## src/rtl/exc_dispatch_pkg.sv

```systemverilog
package exc_dispatch_pkg;
  localparam int PS_W     = 8;
  localparam int ILVL_LO  = 0;
  localparam int ILVL_W   = 4;
  localparam int EXCM_BIT = 4;
  localparam int UM_BIT   = 5;

  typedef enum logic [1:0] {
    VEC_KERNEL = 2'd0,
    VEC_USER   = 2'd1,
    VEC_DOUBLE = 2'd2,
    VEC_DEBUG  = 2'd3
  } vec_e;

  // General trap entry: only the exception-mode bit changes
  function automatic logic [PS_W-1:0] ps_enter_exc(input logic [PS_W-1:0] ps);
    logic [PS_W-1:0] r;
    r = ps;
    r[EXCM_BIT] = 1'b1;
    return r;
  endfunction

  // Debug entry: interrupt level forced to the debug level, exception mode set
  function automatic logic [PS_W-1:0] ps_enter_dbg(input logic [PS_W-1:0] ps,
                                                   input logic [ILVL_W-1:0] lvl);
    logic [PS_W-1:0] r;
    r = ps;
    r[ILVL_LO +: ILVL_W] = lvl;
    r[EXCM_BIT] = 1'b1;
    return r;
  endfunction
endpackage

```

## src/rtl/exc_dbg_gate.sv

```systemverilog
module exc_dbg_gate
  import exc_dispatch_pkg::*;
#(
  parameter int DBG_LEVEL = 4
) (
  input  logic [PS_W-1:0] ps,
  output logic            allow
);
  localparam logic [ILVL_W-1:0] LVL = ILVL_W'(DBG_LEVEL);
  always_comb allow = (ps[ILVL_LO +: ILVL_W] < LVL);
endmodule

```

## src/rtl/exc_route.sv

```systemverilog
module exc_route
  import exc_dispatch_pkg::*;
#(
  parameter bit HAS_DEPC = 1'b1
) (
  input  logic [PS_W-1:0] ps,
  input  logic            is_dbg,
  output vec_e            vec,
  output logic            save_depc,
  output logic            save_epc1
);
  logic nested;
  always_comb begin
    nested    = ps[EXCM_BIT];
    save_depc = 1'b0;
    save_epc1 = 1'b0;
    if (is_dbg) begin
      vec = VEC_DEBUG;
    end else if (nested) begin
      vec = VEC_DOUBLE;
      if (HAS_DEPC) save_depc = 1'b1;
      else          save_epc1 = 1'b1;
    end else begin
      vec = ps[UM_BIT] ? VEC_USER : VEC_KERNEL;
      save_epc1 = 1'b1;
    end
  end
endmodule

```

## src/rtl/exc_dispatch.sv

```systemverilog
module exc_dispatch
  import exc_dispatch_pkg::*;
#(
  parameter int XLEN      = 32,
  parameter int CAUSE_W   = 6,
  parameter int DBG_LEVEL = 4,   // legal range 2..6
  parameter bit HAS_DEPC  = 1'b1
) (
  input  logic               clk,
  input  logic               rst_n,
  input  logic               req_valid,
  input  logic               req_debug,
  input  logic [CAUSE_W-1:0] req_cause,
  input  logic [XLEN-1:0]    req_pc,
  input  logic [XLEN-1:0]    req_vaddr,
  input  logic               req_vaddr_valid,
  input  logic               ps_wr_en,
  input  logic [PS_W-1:0]    ps_wr_data,
  output logic               vec_valid,
  output logic [1:0]         vec_sel,
  output logic [PS_W-1:0]    ps_o,
  output logic [XLEN-1:0]    epc1_o,
  output logic [XLEN-1:0]    depc_o,
  output logic [CAUSE_W-1:0] exccause_o,
  output logic [XLEN-1:0]    excvaddr_o,
  output logic [CAUSE_W-1:0] dbgcause_o,
  output logic [XLEN-1:0]    epc_dbg_o,
  output logic [PS_W-1:0]    eps_dbg_o
);
  localparam logic [ILVL_W-1:0] LVL = ILVL_W'(DBG_LEVEL);

  logic dbg_allow, save_depc, save_epc1;
  vec_e route_vec;

  exc_dbg_gate #(.DBG_LEVEL(DBG_LEVEL)) u_gate (
    .ps(ps_o), .allow(dbg_allow)
  );

  exc_route #(.HAS_DEPC(HAS_DEPC)) u_route (
    .ps(ps_o), .is_dbg(req_debug), .vec(route_vec),
    .save_depc(save_depc), .save_epc1(save_epc1)
  );

  // Named events for the checker
  logic take_gen, take_dbg, take_any;
  always_comb begin
    take_gen = req_valid && !ps_wr_en && !req_debug;
    take_dbg = req_valid && !ps_wr_en && req_debug && dbg_allow;
    take_any = take_gen || take_dbg;
  end

  always_ff @(posedge clk) begin
    if (!rst_n) begin
      vec_valid  <= 1'b0;
      vec_sel    <= VEC_KERNEL;
      ps_o       <= '0;
      epc1_o     <= '0;
      depc_o     <= '0;
      exccause_o <= '0;
      excvaddr_o <= '0;
      dbgcause_o <= '0;
      epc_dbg_o  <= '0;
      eps_dbg_o  <= '0;
    end else begin
      vec_valid <= take_any;
      if (take_any) vec_sel <= route_vec;
      if (ps_wr_en) begin
        ps_o <= ps_wr_data;
      end else if (take_gen) begin
        if (save_epc1) epc1_o <= req_pc;
        if (save_depc) depc_o <= req_pc;
        if (req_vaddr_valid) excvaddr_o <= req_vaddr;
        exccause_o <= req_cause;
        ps_o       <= ps_enter_exc(ps_o);
      end else if (take_dbg) begin
        dbgcause_o <= req_cause;
        epc_dbg_o  <= req_pc;
        eps_dbg_o  <= ps_o;
        ps_o       <= ps_enter_dbg(ps_o, LVL);
      end
    end
  end
endmodule

```

## config.mk

```make
export PLATFORM = sky130hd
export DESIGN_NAME = exc_dispatch
export DESIGN_NICKNAME = d
export VERILOG_FILES = /design/src/rtl/exc_dispatch_pkg.sv /design/src/rtl/exc_dbg_gate.sv /design/src/rtl/exc_route.sv /design/src/rtl/exc_dispatch.sv
export SDC_FILE = /design/constraint.sdc
export NUM_CORES = 1
export LEC_CHECK = 0
export BUFFER_PORTS_ARGS = -buffer_cell sky130_fd_sc_hd__buf_2
export CAP_MARGIN = 20
export CELL_PAD_IN_SITES_DETAIL_PLACEMENT = 1
export CELL_PAD_IN_SITES_GLOBAL_PLACEMENT = 2
export CORE_MARGIN = 5
export CORE_UTILIZATION = 28
export CTS_CLUSTER_SIZE = 40
export DETAILED_ROUTE_END_ITERATION = 16
export GPL_TIMING_DRIVEN = 0
export PLACE_DENSITY_LB_ADDON = 0.1
export SYNTH_ARGS = -nofsm -noshare
export SYNTH_HDL_FRONTEND = slang
export SYNTH_HIERARCHICAL = 1
export SYNTH_SLANG_ARGS = --single-unit
```

## constraint.sdc

```tcl
create_clock -name clk -period 2.6 [get_ports clk]
set_input_delay 0.13 -clock clk [delete_from_list [all_inputs] [get_ports clk]]
set_output_delay 0.13 -clock clk [all_outputs]
set_load 0.01 [all_outputs]
```

==> summary.md <==
| Metric | Value |
|---|---|
| Outcome | `finished, final reports clean` |
| Post-route insts no fill | `1223` |
| Final min period | `1.607 ns` |
| Share of cells above drive strength 1 | `33.54%` |
| CTS H-Tree Depth | `4` |
| R2R cell count | `5` |
| CP endpoint kind | `flip-flop` |
| Async S/R FF share, synth | `0%` |
| Post-CTS Resized | `0` |
| IO Port Bufs | `241` |
| Area delta synth->final | `47.14%` |
| First-pass GRT wire length | `33260 um` |
| CP Class | `flip-flop to flip-flop` |
| Synthesis Warnings | `6` |
| Nets@finish | `1028` |
| GPL Wtd Cong | `0.7811` |
| MaxCap Viol Count | `0` |
| Full die area | `22840 um2` |
| Top_reg_cell synth | `dfxtp_1` |
| WP data required | `2.89 ns` |
| Vias in the first global route | `6189` |
| Final Hold Viols | `0` |
| Max VDD drop | `426.3 uV` |
| First-pass iteration count of the detailed router | `5` |
| Global route total overflow | `0` |
| Mapped cell area | `5577 um2` |
| Avg Cell Area, Syn | `8.782 um2` |
| Fmax | `622.1 MHz` |
| Routed via count | `5829` |
| Io pins | `243` |
| Root Driver | `clkbuf_16` |
| Clock latency on the worst-skew pair | `0.43 ns` |
| Final WL | `21870 um` |
| Core region area | `19530 um2` |
| DRC viols | `0` |
| Top cell type's share of synthesized area | `57.08%` |
| Initial DRC Count | `203` |
| Width of the die | `151.1 um` |
| DR WL/cell | `17.89 um` |
| Die Ht | `151.1 um` |
| Hold Path Depth | `3` |
| Most common cell in the netlist | `nand3_1` |
| CTS Sinks | `159` |
| CTS tree | `built` |
| PnR worst setup slack | `0.9926 ns` |
| Worst EP arrival | `1.90 ns` |
| Final setup viols | `0` |
| Final core area utilization | `42.02%` |
| Top post-synthesis cells by area | `dfxtp_1 57%, nand3_1 16%, o21ai_0 9.0%` |
| Setup TNS | `0 ns` |
| Via/cell ratio | `4.766` |
| Pre-CTS setup slack | `0.9574 ns` |
| # placed instances | `1141` |
| DRT antenna net count | `0` |
| Clock Path Buffers | `2` |
| Worst setup SP type | `flip-flop` |
| Seq cells post-synth | `159` |
| Netlist cell types | `29` |
| RSZ-0062 raised after global routing | `no` |
| Yosys top cell by area | `dfxtp_1` |
| # rows | `51` |
| Total track usage | `18.82%` |
| Slew @ Worst Pin | `0.5820 ns` |
| Layout Skew | `0.007995 ns` |
| Syn Nets | `719` |
| Initial Util | `28.56%` |
| Clock Pin Slew Worst Setup and Hold Paths | `0.06 ns` |
| Sequential share of the synthesized area | `57.08%` |
| Fin crit share | `61.82%` |
| Setup bufs post-CTS | `0` |
| Top post-synthesis cells by count | `177 x nand3_1, 159 x dfxtp_1, 100 x o21ai_0, 82 x nand2_1, 27 x buf_2` |
| Post-Synthesis Cells | `635` |
| Pin count of the biggest net entering global routing | `17` |
| Dpl hpwl | `16470 um` |
| Lkg Pwr | `0.003857 uW` |
| Worst rel slew slack | `61.20%` |
| Number of CTS-inserted buffers | `17` |
| Initial antenna violation count | `2` |
| PwrDens | `673.6 nW/um2` |
| Number of synthesized flops with an enable pin | `0` |
| Type of the tightest min-delay check | `primary input to flip-flop` |
| Final Max Tran Viols | `0` |
| CP max FO | `10` |
==> critical path: stages (launching register included) <==
cell and delay (ns):
dfxtp_1 0.39, nor2_1 0.10, nand4b_1 0.12, buf_2 0.29, clkbuf_1 0.42, o21ai_0 0.15
==> per-layer routing <==
layer  wire [um]  vias to the layer above  track usage, %  share of wire (%)
met1        9142                     2799           22.15                 42
li1            -                     2829               -                  -
met2       10830                      169           32.53                 50
met3        1499                       30           5.955                6.9
met5           7                        -               0              0.032
met4         393                        2           6.074                1.8
==> state kept, by name (all words and copies together) (netlist names) <==
register	count
ps_o	8
vec_sel	2
exccause_o	6
epc_dbg_o	32
epc1_o	32
eps_dbg_o	8
depc_o	32
excvaddr_o	32
vec_valid	1
dbgcause_o	6
==> logic make-up (layout without fill, tap and decap cells) <==
kind of cell	count (synthesis)	in the layout	share of synthesized area (%)
buffers and inverters	64	386	5.407
AOI/OAI and AO/OA	124	124	11.89
DFF	159	159	57.08
and+or+nand+nor	283	283	24.73
other	0	1	0
muxes	5	5	0.8975
==> cell usage in the layout (no fill, tap or decap), types with 8 or more instances in the layout <==
| cell type | synthesis | routed |
|---|---|---|
| nand2_1 | 82 | 82 |
| o21ai_1 | 12 | 12 |
| nand3_1 | 177 | 177 |
| buf_1 | 8 | 8 |
| clkbuf_1 | 20 | 20 |
| dlygate4sd3_1 | 0 | 49 |
| clkbuf_16 | 0 | 17 |
| buf_2 | 27 | 268 |
| dfxtp_1 | 159 | 159 |
| o21ai_0 | 100 | 100 |
==> per-stage QoR <==
stage / area [um2] / hold slack [ns] / total power, uW
2_1_floorplan: 5577 / 0.2602 / 2771
3_3_place_gp: 7114 / 0.3458 / 2975
3_5_place_dp: 7114 / 0.3529 / 2988
4_1_cts: 8203 / 0.001711 / 5585
5_1_grt: 8205 / 0.01307 / 5744
6_report: 8205 / 0.009874 / 5527
==> where the power goes <==
part | switching (uW) | internal [uW] | total [uW]
sequential | 34.8 | 2490 | 2530
combinational | 265 | 192 | 457
clock | 1100 | 1440 | 2540
total | 1400 | 4130 | 5530
==> worst paths after layout <==
| check | from | to | slack, ns |
|---|---|---|---|
| min reg2reg | excvaddr_o[6] | excvaddr_o[6] | 0.45 |
| max | ps_o[2] | epc_dbg_o[10] | 0.99 |
| min | req_pc[7] | epc1_o[7] | 0.01 |
| max reg2reg | ps_o[2] | epc_dbg_o[10] | 0.99 |
==> area by class of cell <==
| cell class | instances | area, um2 |
|---|---|---|
| flip-flops and latches | 159 | 3183 |
| fillers | 2421 | 11320 |
| inverters | 3 | 11.26 |
| well taps | 265 | 331.6 |
| plain buffers | 61 | 290.3 |
| repair buffers | 290 | 1697 |
| clock buffers | 17 | 425.4 |
| clock inverters | 15 | 172.7 |
| diodes | 1 | 2.502 |
| multi-input cells | 412 | 2092 |
==> what timing repair did <==
item	in CTS	in global routing
hold buffers	49	0
hold endpoints to repair	53	0
endpoints found under the setup margin	0	0
Power figures use the tool's default switching activity.
